File: config.mk
export PLATFORM = sky130hd
export DESIGN_NAME = adc_spi_port
export DESIGN_NICKNAME = d
export VERILOG_FILES = /design/src/rtl/adc_spi_pkg.sv /design/src/rtl/spi_sync.sv /design/src/rtl/result_hold.sv /design/src/rtl/spi_shifter.sv /design/src/rtl/adc_spi_port.sv
export SDC_FILE = /design/constraint.sdc
export NUM_CORES = 1
export LEC_CHECK = 0
export ABC_AREA = 1
export BUFFER_PORTS_ARGS = -buffer_cell sky130_fd_sc_hd__buf_4
export CELL_PAD_IN_SITES_DETAIL_PLACEMENT = 0
export CELL_PAD_IN_SITES_GLOBAL_PLACEMENT = 1
export CORE_AREA = 2 2 91 93
export CTS_CLUSTER_DIAMETER = 80
export DETAILED_ROUTE_END_ITERATION = 10
export DIE_AREA = 0 0 93 95
export PLACE_DENSITY = 0.77
export SETUP_SLACK_MARGIN = 0.02
export SLEW_MARGIN = 20
export SYNTH_ARGS = -nofsm -noshare
export SYNTH_HDL_FRONTEND = slang
export SYNTH_SLANG_ARGS = --single-unit
export TNS_END_PERCENT = 50
File: constraint.sdc
create_clock -name clk -period 2 [get_ports clk]
set_input_delay 0.2 -clock clk [delete_from_list [all_inputs] [get_ports clk]]
set_output_delay 0.2 -clock clk [all_outputs]
set_load 0.02 [all_outputs]
File: src/rtl/adc_spi_pkg.sv
package adc_spi_pkg;
  localparam int DATA_W      = 16;
  localparam int SYNC_STAGES = 2;
  localparam int PU_BIT      = 3;
  localparam logic [DATA_W-1:0] CFG_RESET = 16'h058B;

  // Level shown on the line at selection: low means an unread result waits.
  function automatic logic ready_level(input logic pending);
    return ~pending;
  endfunction

  // Weak pull-up request: only while released, and only when enabled.
  function automatic logic pull_request(input logic [DATA_W-1:0] cfg, input logic driving);
    return cfg[PU_BIT] & ~driving;
  endfunction
endpackage

File: src/rtl/spi_sync.sv
module spi_sync #(
  parameter int W      = 3,
  parameter int STAGES = 2,
  parameter logic [W-1:0] RST_VAL = '0
) (
  input  logic         clk,
  input  logic         rst_n,
  input  logic [W-1:0] d,
  output logic [W-1:0] q
);
  logic [W-1:0] stg [STAGES];

  genvar g;
  generate
    for (g = 0; g < STAGES; g++) begin : g_stage
      if (g == 0) begin : g_first
        always_ff @(posedge clk or negedge rst_n)
          if (!rst_n) stg[g] <= RST_VAL;
          else        stg[g] <= d;
      end else begin : g_next
        always_ff @(posedge clk or negedge rst_n)
          if (!rst_n) stg[g] <= RST_VAL;
          else        stg[g] <= stg[g-1];
      end
    end
  endgenerate

  assign q = stg[STAGES-1];
endmodule

File: src/rtl/result_hold.sv
module result_hold #(
  parameter int W = 16
) (
  input  logic         clk,
  input  logic         rst_n,
  input  logic         conv_done,
  input  logic [W-1:0] conv_data,
  input  logic         capture,
  output logic [W-1:0] latest,
  output logic         pending
);
  always_ff @(posedge clk or negedge rst_n) begin
    if (!rst_n) begin
      latest  <= '0;
      pending <= 1'b0;
    end else begin
      if (conv_done) latest <= conv_data;
      if (conv_done)    pending <= 1'b1;
      else if (capture) pending <= 1'b0;
    end
  end

  a_r5_pending_on_done: assert property (@(posedge clk) disable iff (!rst_n)
    conv_done |=> pending);
  a_r7_clear_on_capture: assert property (@(posedge clk) disable iff (!rst_n)
    capture && !conv_done |=> !pending);
  a_r6_result_held: assert property (@(posedge clk) disable iff (!rst_n)
    !conv_done |=> $stable(latest));
endmodule

File: src/rtl/spi_shifter.sv
module spi_shifter
  import adc_spi_pkg::*;
#(
  parameter int W = 16,
  parameter logic [W-1:0] CFG_RST = 16'h058B
) (
  input  logic         clk,
  input  logic         rst_n,
  input  logic         cs_fall,
  input  logic         cs_rise,
  input  logic         sclk_rise,
  input  logic         sclk_fall,
  input  logic         mosi_s,
  input  logic [W-1:0] load_val,
  input  logic         pend_in,
  output logic         miso_q,
  output logic         oe_q,
  output logic [W-1:0] cfg,
  output logic         cfg_wr
);
  localparam int CNT_W = $clog2(W) + 1;

  logic [W-1:0]     shreg;
  logic [W-1:0]     inbuf;
  logic [CNT_W-1:0] bitcnt;
  logic             shift_out;
  logic             shift_in;

  assign shift_out = oe_q & sclk_rise;
  assign shift_in  = oe_q & sclk_fall & (bitcnt < CNT_W'(W));
  assign cfg_wr    = shift_in & (bitcnt == CNT_W'(W - 1));

  always_ff @(posedge clk or negedge rst_n) begin
    if (!rst_n) begin
      shreg  <= '0;
      inbuf  <= '0;
      bitcnt <= '0;
      miso_q <= 1'b1;
      oe_q   <= 1'b0;
      cfg    <= CFG_RST;
    end else begin
      if (cs_fall) begin
        shreg  <= load_val;
        miso_q <= ready_level(pend_in);
        oe_q   <= 1'b1;
        bitcnt <= '0;
        inbuf  <= '0;
      end else begin
        if (cs_rise) oe_q <= 1'b0;
        if (shift_out) begin
          miso_q <= shreg[W-1];
          shreg  <= {shreg[W-2:0], 1'b0};
        end
        if (shift_in) begin
          inbuf  <= {inbuf[W-2:0], mosi_s};
          bitcnt <= bitcnt + 1'b1;
        end
        if (cfg_wr) cfg <= {inbuf[W-2:0], mosi_s};
      end
    end
  end

  a_r3_ready_level: assert property (@(posedge clk) disable iff (!rst_n)
    cs_fall |=> (miso_q == !$past(pend_in)) && oe_q);
  a_r6_shift_frozen: assert property (@(posedge clk) disable iff (!rst_n)
    !cs_fall && !shift_out |=> $stable(shreg));
  a_r8_cfg_hold: assert property (@(posedge clk) disable iff (!rst_n)
    !cfg_wr |=> $stable(cfg));
  a_r8_count_bound: assert property (@(posedge clk) disable iff (!rst_n)
    bitcnt <= CNT_W'(W));
endmodule

File: src/rtl/adc_spi_port.sv
module adc_spi_port
  import adc_spi_pkg::*;
#(
  parameter int W      = DATA_W,
  parameter int STAGES = SYNC_STAGES,
  parameter logic [W-1:0] CFG_RST = CFG_RESET
) (
  input  logic         clk,
  input  logic         rst_n,
  input  logic         cs_n,
  input  logic         sclk,
  input  logic         mosi,
  input  logic         conv_done,
  input  logic [W-1:0] conv_data,
  output logic         miso_o,
  output logic         miso_oe,
  output logic         pullup_en,
  output logic [W-1:0] cfg_o
);
  logic [2:0] pins_s;
  logic       cs_s, sclk_s, mosi_s;
  logic       cs_d, sclk_d;
  logic       cs_fall, cs_rise, sclk_rise, sclk_fall;
  logic [W-1:0] latest;
  logic       pending;
  logic       cfg_wr;

  spi_sync #(.W(3), .STAGES(STAGES), .RST_VAL(3'b100)) u_sync (
    .clk(clk), .rst_n(rst_n), .d({cs_n, sclk, mosi}), .q(pins_s));

  assign cs_s   = pins_s[2];
  assign sclk_s = pins_s[1];
  assign mosi_s = pins_s[0];

  always_ff @(posedge clk or negedge rst_n) begin
    if (!rst_n) begin
      cs_d   <= 1'b1;
      sclk_d <= 1'b0;
    end else begin
      cs_d   <= cs_s;
      sclk_d <= sclk_s;
    end
  end

  assign cs_fall   = cs_d & ~cs_s;
  assign cs_rise   = ~cs_d & cs_s;
  assign sclk_rise = ~sclk_d & sclk_s;
  assign sclk_fall = sclk_d & ~sclk_s;

  result_hold #(.W(W)) u_hold (
    .clk(clk), .rst_n(rst_n), .conv_done(conv_done), .conv_data(conv_data),
    .capture(cs_fall), .latest(latest), .pending(pending));

  spi_shifter #(.W(W), .CFG_RST(CFG_RST)) u_shift (
    .clk(clk), .rst_n(rst_n), .cs_fall(cs_fall), .cs_rise(cs_rise),
    .sclk_rise(sclk_rise), .sclk_fall(sclk_fall), .mosi_s(mosi_s),
    .load_val(latest), .pend_in(pending), .miso_q(miso_o), .oe_q(miso_oe),
    .cfg(cfg_o), .cfg_wr(cfg_wr));

  assign pullup_en = pull_request(cfg_o, miso_oe);

  a_r2_quiet_when_high: assert property (@(posedge clk) disable iff (!rst_n)
    cs_s && cs_d |-> !miso_oe);
  a_r2_pull_only_released: assert property (@(posedge clk) disable iff (!rst_n)
    pullup_en |-> !miso_oe);
  a_r7_capture_clears: assert property (@(posedge clk) disable iff (!rst_n)
    cs_fall && pending && !conv_done |=> !pending);
endmodule

==> Word-level counts from Yosys, hierarchy flattened <==
Cells that the tools add are included.
{ "word_totals": {"input_bits": 22, "output_inout_bits": 19, "elab_cells": 48, "reg_bits": 79} }
{ "op_classes": {"mux": 12, "order_cmp": 1, "addsub": 1, "bitwise_logic": 16, "eq_ne": 1, "n_reduce_logical": 5} }
{ "ops": {"columns": ["cell", "n"], "rows": [
  ["16-bit 2-to-1 mux", 2],
  ["15-bit 2-to-1 mux", 2],
  ["5-bit 2-to-1 mux", 2],
  ["1-bit AND", 9],
  ["2-bit nonzero test", 4],
  ["1-bit NOT", 7],
  ["1-bit 2-to-1 mux", 6],
  ["5-bit by 1-bit adder with 5-bit output (second input constant)", 1],
  ["5-bit by 4-bit == test with 1-bit output (second input constant)", 1],
  ["5-bit less-than comparator (second input constant)", 1],
  ["2-bit AND reduction", 1]
]} }

==> Longest topological paths before layout <==
Gate-level depths: netlist of run 1.
{ "logic_depth": {"depth_word": 6, "depth_mapped": 8, "ltp_nobuf": 7} }

==> Modules after synthesis <==
A second synthesis of run 1 with hierarchy kept.
{ "unflattened": {"hier_cells": 387, "area_unflattened_um2": 3357.0} }
{ "modules_own_cells": {"columns": ["mod", "area_per_inst_um2", "seq_area_each_um2", "instances", "cells_per_inst"], "rows": [
  ["spi_shifter", 2417.3, 1360.1, 1, 294],
  ["result_hold", 675.6, 425.4, 1, 72],
  ["spi_sync", 175.2, 152.6, 1, 9],
  ["adc_spi_port", 88.8, 51.3, 1, 12]
]} }

==> Least setup slack after synthesis of run 1 <==
No wires, ideal clock.
{ "synth_path": {"kind": "register to register", "startpoint": "register u_shift.bitcnt[0]", "endpoint": "register u_shift.cfg[5]", "setup_time_ps": 118, "path_stages_with_launch": 9, "t_arrival_ps": 1561, "t_required_ps": 1882, "path_slack_ps": 321, "path_buffers": 2, "period_less_slack_ps": 1679, "path_cell_list": "dfrtp_1 -> ha_1 -> and3_1 -> ha_1 -> clkbuf_1 -> nand4_2 -> buf_2 -> nand2_1 -> nand2_1"} }
{ "synth_via": {"elab_chain_cells": 4, "word_cells_on_any_way": 5, "classes_between": "1 x order compare; 1 x eq/ne; 2 x bitwise; 1 x reduce/logical"} }
{ "synth_lines": {"columns": ["element", "line_no", "source"], "rows": [
  ["from (decl)", "spi_shifter.sv:25", "logic [CNT_W-1:0] bitcnt;"],
  ["from (signal assigned)", "spi_shifter.sv:56", "bitcnt <= bitcnt + 1'b1;"],
  ["5-bit less-than comparator", "spi_shifter.sv:30", "assign shift_in = oe_q & sclk_fall & (bitcnt < CNT_W'(W));"],
  ["1-bit AND", "spi_shifter.sv:30", null],
  ["1-bit AND *", "spi_shifter.sv:31", "assign cfg_wr = shift_in & (bitcnt == CNT_W'(W - 1));"],
  ["2-bit AND reduction (no source line) *", null, null],
  ["to (signal assigned)", "spi_shifter.sv:58", "if (cfg_wr) cfg <= {inbuf[W-2:0], mosi_s};"],
  ["to (decl)", "spi_shifter.sv:18", "output logic [W-1:0] cfg,"]
]} }
Every way passes the cells marked *; elsewhere a longest branch is shown, timed or not.
A chain may end at the register's enable or synchronous reset.

==> Worst setup path after layout of run 1 <==
{ "layout_path": {"startpoint": "register u_sync.stg (netlist bit u_sync.q[2])", "endpoint": "register u_shift.shreg[10]"} }
{ "layout_via": {"elab_chain_cells": 3, "word_cells_on_any_way": 4, "classes_between": "1 x mux; 2 x bitwise; 1 x reduce/logical"} }
{ "layout_lines": {"columns": ["element", "line_no", "source"], "rows": [
  ["from (decl)", "spi_sync.sv:11", "logic [W-1:0] stg [STAGES];"],
  ["from (signal, indexed assignment)", "spi_sync.sv:23", "else stg[g] <= stg[g-1];"],
  ["1-bit NOT *", "adc_spi_port.sv:45", "assign cs_fall = cs_d & ~cs_s;"],
  ["1-bit AND *", "adc_spi_port.sv:45", null],
  ["net cs_fall", "adc_spi_port.sv:23", "logic cs_fall, cs_rise, sclk_rise, sclk_fall;"],
  ["16-bit 2-to-1 mux / 2-bit nonzero test (equally long branches)", null, null],
  ["to (signal assigned)", "spi_shifter.sv:43", "shreg <= load_val;"],
  ["to (signal assigned)", "spi_shifter.sv:52", "shreg <= {shreg[W-2:0], 1'b0};"],
  ["to (decl)", "spi_shifter.sv:23", "logic [W-1:0] shreg;"]
]} }
Mark *: on every way through the listed nets, which the timed path passes. The rest lies on a longest branch.

==> flow_summary.json, run 1 <==
{
  "outcome": "completed",
  "place_inst": 493,
  "final-instance-count-excl-fill": 513,
  "most_area_consuming_cells_after_synthesis": "sky130_fd_sc_hd__dfrtp_1, sky130_fd_sc_hd__nand2_1, sky130_fd_sc_hd__dfstp_2",
  "critical_path_required_ps": 2220,
  "tightestPinTransition_ps": 501,
  "hp-start": "conv_data[3]",
  "post-layout-total-power_mw": 3.42,
  "crit_fanout": 29,
  "drc": 0,
  "max_freq_ghz": 0.585,
  "worstSetupEndpointType": "flop",
  "cts-buffers-inserted": 9,
  "post_drt_via_cell_ratio": 4.68,
  "syn_to_final_growth_pct": 19.7,
  "timing.final.crit_period_ps": 1710,
  "cells_on_worst_hold_path": 3,
  "synth.top_cells.by_count": "sky130_fd_sc_hd__nand2_1, sky130_fd_sc_hd__dfrtp_1, sky130_fd_sc_hd__o21ai_0",
  "library_cell_with_the_highest_instance_count_after_synthesis": "sky130_fd_sc_hd__nand2_1",
  "yosysWarnings": 0,
  "critPathLaunch": "u_sync.q[2]",
  "post-dp-hpwl_mm": 3.88,
  "grt_pass1_vias": 2221,
  "num_vias": 2402,
  "synth-edff-count": 0,
  "slew_viol_final": 0,
  "finalWirelength_mm": 6.06,
  "mappedNetlistArea_sq_um": 3270,
  "rows": 33,
  "r2r.worst_path.cells": 7,
  "number_of_antenna_violations_at_the_first_check_in_global_routing": 0,
  "design.core.area_sq_um": 7930,
  "powerDensity_nw_per_um2": 874,
  "rsz0062_at_grt": "no",
  "critical-path-max-stage-delay_ps": 540,
  "post-synth-top-area-cell": "sky130_fd_sc_hd__dfrtp_1",
  "drive_gt1_frac": 0.189,
  "netlist-cell-type-count": 25,
  "clk_pin_slew_worst_paths_ps": 80,
  "multiInputGateArea_sq_um": 1090,
  "start_util": 0.412,
  "synthesis.nets": 386,
  "chipHeight_microns": 95,
  "boundaryPins": 41,
  "port_buffers": 40,
  "global_route.usage.total": 0.153,
  "drt_pre_antenna_iters": 4,
  "insertion_delay_ps": 350,
  "grt_first_pass_wirelength_mm": 10.5,
  "worst_clock_skew_ps": 8.53,
  "synthDominantCellAreaShare": 0.528,
  "final_antenna_net_count": 0,
  "gpl.final_weighted_congestion": 0.765,
  "setup_slack_ps": 292,
  "holdCritPathClass": "primary input to flop",
  "avgRoutedWirePerCell_microns": 11.8,
  "critical_path.slowest_cell": "sky130_fd_sc_hd__dfstp_2",
  "timing.hold.worst_endpoint": "u_hold.latest[3]",
  "dr.first_iter.drc_count": 73,
  "yosys_most_used_dff": "sky130_fd_sc_hd__dfrtp_1",
  "critical_path_launch_point_type": "flop",
  "critical-path-top-cell-by-count": "sky130_fd_sc_hd__nand2_1",
  "grt.overflow.total": 0,
  "finish.net_count": 428,
  "cts-htree-levels": 3,
  "antenna_cells_inserted": 0,
  "end_of_the_worst_register_to_register_path": "u_shift.shreg[10]",
  "floorplan.die_area_sq_um": 8840,
  "finalSetupTns_ps": 0,
  "timing.critical_path.cells": "inv_1 > ha_1 > inv_2 > nand2_1 > buf_4 > nand2_1 > o21ai_0",
  "netlist_instances": 361,
  "post-route-cell-area_sq_um": 3910,
  "nFillCells": 797,
  "drv.max_cap_violation_count": 0,
  "avgSynthCellArea_sq_um": 9.05,
  "worst_ep_arrival_time_ps": 1930,
  "grt_max_degree": 42,
  "final_util": 0.493,
  "total_leakage_power_nw": 2.04,
  "vdd_ir_drop_max_uv": 482,
  "cts_root_buf": "sky130_fd_sc_hd__clkbuf_8",
  "cts_max_path_buffers": 2,
  "path_class": "flop to flop",
  "placed_cell_area_sq_um": 3640,
  "path_buf_inv": 3,
  "async_reset_ff_frac": 1.00,
  "sequential_cell_area_sq_um": 1990,
  "numClockSinks": 79,
  "whs_ps": 49.8,
  "cts_tree": "built",
  "place_worst_setup_slack_ps": 131,
  "reg2reg_launch_point": "u_sync.q[2]",
  "slew_headroom": 0.666,
  "fp.dieW_microns": 93,
  "yosysSeqAreaShare": 0.609,
  "count_of_endpoints_failing_setup_in_the_final_report": 0,
  "timing.final.crit_share": 0.854,
  "top_delay_family_on_crit_path": "flip-flops",
  "hold_viol_final": 0,
  "rrSetupSlack_ps": 290,
  "synth_seq_cells": 79
}
[sequential cells by signal (all words and copies together) (netlist names), 3 cells and up]
| name | count |
|---|---|
| u_shift.shreg | 16 |
| u_hold.latest | 16 |
| u_sync.q | 3 |
| u_sync.stg | 3 |
| u_shift.inbuf | 15 |
| u_shift.cfg | 16 |
| u_shift.bitcnt | 5 |
[repair_timing]
action | in CTS | in global routing
setup buffers | 0 | 0
endpoints found under the hold margin | 34 | 0
gates resized for setup | 0 | 1
endpoints found under the setup margin | 0 | 16
hold buffers | 4 | 0
[cell families after synthesis]
family / Yosys count / share of synthesized area
xor gates and xnor gates: 1 / 0.00268
DFF: 79 / 0.609
adders and majority gates: 3 / 0.0115
AOI/OAI and AO/OA: 32 / 0.0498
buffers and inverters: 39 / 0.0593
and+or+nand+nor: 207 / 0.268
[worst reg2reg max path, cell delays in order, from the launching register on]
cell	delay (ps)
sky130_fd_sc_hd__dfstp_2	540
sky130_fd_sc_hd__inv_1	40
sky130_fd_sc_hd__ha_1	290
sky130_fd_sc_hd__inv_2	230
sky130_fd_sc_hd__nand2_1	80
sky130_fd_sc_hd__buf_4	220
sky130_fd_sc_hd__nand2_1	100
sky130_fd_sc_hd__o21ai_0	90
[cell usage in the layout, fill, tap and decap left out]
master	count
sky130_fd_sc_hd__xor2_1	1
sky130_fd_sc_hd__and3_1	1
sky130_fd_sc_hd__nor3_2	1
sky130_fd_sc_hd__ha_1	3
sky130_fd_sc_hd__nand2_1	170
sky130_fd_sc_hd__nand4_4	1
sky130_fd_sc_hd__nor2_1	3
sky130_fd_sc_hd__nand3_1	7
sky130_fd_sc_hd__dlygate4sd3_1	4
sky130_fd_sc_hd__clkbuf_8	11
sky130_fd_sc_hd__dfstp_2	10
sky130_fd_sc_hd__clkbuf_1	2
sky130_fd_sc_hd__inv_1	19
sky130_fd_sc_hd__bufinv_16	2
sky130_fd_sc_hd__nor2_2	1
sky130_fd_sc_hd__nand4_1	18
sky130_fd_sc_hd__nand3b_1	2
sky130_fd_sc_hd__dfrtp_1	69
sky130_fd_sc_hd__o21ai_0	28
sky130_fd_sc_hd__o211ai_1	1
sky130_fd_sc_hd__inv_2	1
sky130_fd_sc_hd__clkinv_2	1
sky130_fd_sc_hd__nand2_2	1
sky130_fd_sc_hd__nor2_4	2
sky130_fd_sc_hd__buf_12	1
sky130_fd_sc_hd__a21oi_1	3
sky130_fd_sc_hd__buf_4	45
[metal layers]
layer,wire length [microns],global-route usage
met3,237,0.0407
met5,0,0
met2,2850,0.246
met1,2840,0.197
met4,122,0.0662
[worst max-delay path by stage]
stage	end	cells after the start
6_report	u_shift.shreg[10]	7
5_1_grt	u_shift.cfg[14]	6
4_1_cts	u_shift.cfg[6]	6
3_5_place_dp	u_shift.cfg[11]	6
3_3_place_gp	u_shift.cfg[11]	6
2_1_floorplan	u_shift.cfg[5]	8
[report_power, final]
group	switching [mW]	total (mW)	internal (mW)
Combinational	0.196	0.321	0.124
Sequential	0.0567	1.78	1.72
Clock	0.547	1.32	0.771
[layout make-up]
type                       count  area share
sequential                    79       0.509
multi-input combinational    243       0.280
timing repair buffer          50       0.102
clock buffer                  13      0.0406
tap                          105      0.0336
inverter                      20      0.0192
clock inverter                 3      0.0166
Note: power is estimated with default switching activity, not from simulation.
==> run 2, diff against run 1 <==
--- a/config.mk
+++ b/config.mk
@@ -13,7 +13,7 @@
 export CTS_CLUSTER_DIAMETER = 80
 export DETAILED_ROUTE_END_ITERATION = 10
 export DIE_AREA = 0 0 93 95
-export PLACE_DENSITY = 0.77
+export PLACE_DENSITY_LB_ADDON = 0.1
 export SETUP_SLACK_MARGIN = 0.02
 export SLEW_MARGIN = 20
 export SYNTH_ARGS = -nofsm -noshare
==> run 2 against run 1 <==
Critical path depth is 1 lower. Clock power hardly changed. Worst setup slack got worse by 30 ps.
==> flow_summary.json, run 2 (synthesis results as in run 1) <==
{
  "worst_ep_arrival_time_ps": 1970,
  "cts-htree-levels": 3,
  "avgRoutedWirePerCell_microns": 11.6,
  "critical_path_launch_point_type": "flop",
  "port_buffers": 40,
  "top_delay_family_on_crit_path": "simple AND/OR/NAND/NOR gates",
  "boundaryPins": 41,
  "tightestPinTransition_ps": 492,
  "design.core.area_sq_um": 7930,
  "slew_viol_final": 0,
  "final_antenna_net_count": 0,
  "layout.cells.most_common_list": "sky130_fd_sc_hd__nand2_1, sky130_fd_sc_hd__dfrtp_1, sky130_fd_sc_hd__buf_4, sky130_fd_sc_hd__o21ai_0, sky130_fd_sc_hd__inv_1",
  "critical-path-max-stage-delay_ps": 530,
  "count_of_endpoints_failing_setup_in_the_final_report": 0,
  "timing.critical_path.cells": "inv_1 > ha_1 > inv_2 > nand4_2 > nand2_1 > nand2_1",
  "grt_max_degree": 40,
  "post-dp-hpwl_mm": 3.90,
  "dr.first_iter.drc_count": 90,
  "number_of_antenna_violations_at_the_first_check_in_global_routing": 0,
  "max_freq_ghz": 0.575,
  "syn_to_final_growth_pct": 19.6,
  "path_class": "flop to flop",
  "crit_fanout": 16,
  "clk_pin_slew_worst_paths_ps": 70,
  "insertion_delay_ps": 340,
  "vdd_ir_drop_max_uv": 379,
  "cts_tree": "built",
  "outcome": "completed",
  "timing.final.crit_share": 0.869,
  "whs_ps": 54.1,
  "post_drt_via_cell_ratio": 4.74,
  "total_leakage_power_nw": 2.04,
  "cts_root_buf": "sky130_fd_sc_hd__clkbuf_8",
  "antenna_cells_inserted": 0,
  "worst_clock_skew_ps": 6.81,
  "critical_path.slowest_cell": "sky130_fd_sc_hd__dfstp_2",
  "start_util": 0.412,
  "grt_pass1_vias": 2396,
  "setup_slack_ps": 261,
  "drc": 0,
  "drv.max_cap_violation_count": 0,
  "numClockSinks": 79,
  "critical_path_required_ps": 2230,
  "fp.dieW_microns": 93,
  "reg_top3": "u_hold.latest (16), u_shift.cfg (16), u_shift.shreg (16)",
  "num_vias": 2436,
  "grt_first_pass_wirelength_mm": 10.9,
  "worstSetupEndpointType": "flop",
  "finalSetupTns_ps": 0,
  "floorplan.die_area_sq_um": 8840,
  "critical-path-top-cell-by-count": "sky130_fd_sc_hd__nand2_1",
  "chipHeight_microns": 95,
  "grt.overflow.total": 0,
  "rows": 33,
  "timing.final.crit_period_ps": 1740,
  "finalWirelength_mm": 5.97,
  "nFillCells": 798,
  "drive_gt1_frac": 0.191,
  "gpl.final_weighted_congestion": 0.711,
  "place_worst_setup_slack_ps": 263,
  "rsz0062_at_grt": "no",
  "global_route.usage.total": 0.160,
  "powerDensity_nw_per_um2": 871,
  "finish.net_count": 429,
  "path_buf_inv": 2,
  "post-layout-total-power_mw": 3.40,
  "place_inst": 494,
  "final-instance-count-excl-fill": 514,
  "holdCritPathClass": "primary input to flop",
  "most_common_cell_after_layout_fill_and_taps_aside": "sky130_fd_sc_hd__nand2_1",
  "slew_headroom": 0.672,
  "cts_max_path_buffers": 2,
  "hold_viol_final": 0,
  "drt_pre_antenna_iters": 5,
  "cts-buffers-inserted": 9,
  "post_cts_resized": 0
}
-- run 2: timing repair --
| action | CTS | global route |
|---|---|---|
| hold buffers | 4 | 0 |
| setup buffers | 0 | 0 |
| endpoints found under the hold margin | 20 | 0 |
-- run 2: cell type report --
class | instances | area, sq um | share of cell area
Clock buffer | 13 | 159 | 0.0406
Clock inverter | 3 | 65.1 | 0.0166
Inverter | 20 | 75.1 | 0.0192
Multi-Input combinational cell | 243 | 1080 | 0.277
Sequential cell | 79 | 1990 | 0.509
Tap cell | 105 | 131 | 0.0336
Timing Repair Buffer | 51 | 405 | 0.104
-- run 2: final timing paths --
path | slack [ps] | to | cells after the start | from
setup / recovery | 260 | u_shift.cfg[2] | 6 | u_sync.q[2]
hold / removal | 50 | u_hold.latest[3] | 3 | conv_data[3]
setup reg to reg | 260 | u_shift.cfg[2] | 6 | u_sync.q[2]
hold reg to reg | 350 | u_sync.q[1] | 0 | u_sync.stg[4]
max in group asynchronous | 1090 | u_sync.q[2] | 3 | rst_n
min in group asynchronous | 280 | u_shift.cfg[5] | 2 | rst_n
-- run 2: power by group --
group	internal [mW]	total [mW]	switching [mW]
clock	0.771	1.31	0.536
sequential	1.72	1.78	0.0538
combinational	0.126	0.321	0.195
-- run 2: stage by stage --
step / utilization / area (sq um)
3_3_place_gp: 0.460 / 3650
5_1_grt: 0.493 / 3910
2_1_floorplan: - / 3270
3_5_place_dp: 0.460 / 3650
6_report: 0.493 / 3910
4_1_cts: 0.493 / 3910
-- run 2: layer usage --
layer,GRT usage,up-vias,part of all wire
met3,0.0287,8,0.039
met1,0.194,1148,0.46
met2,0.272,52,0.48
li1,-,1228,-
met4,0.0846,0,0.018
met5,0,-,0
-- run 2: worst min-delay path: stages --
cell and delay (ps):
sky130_fd_sc_hd__buf_4 70, sky130_fd_sc_hd__nand2_1 40, sky130_fd_sc_hd__nand2_1 50
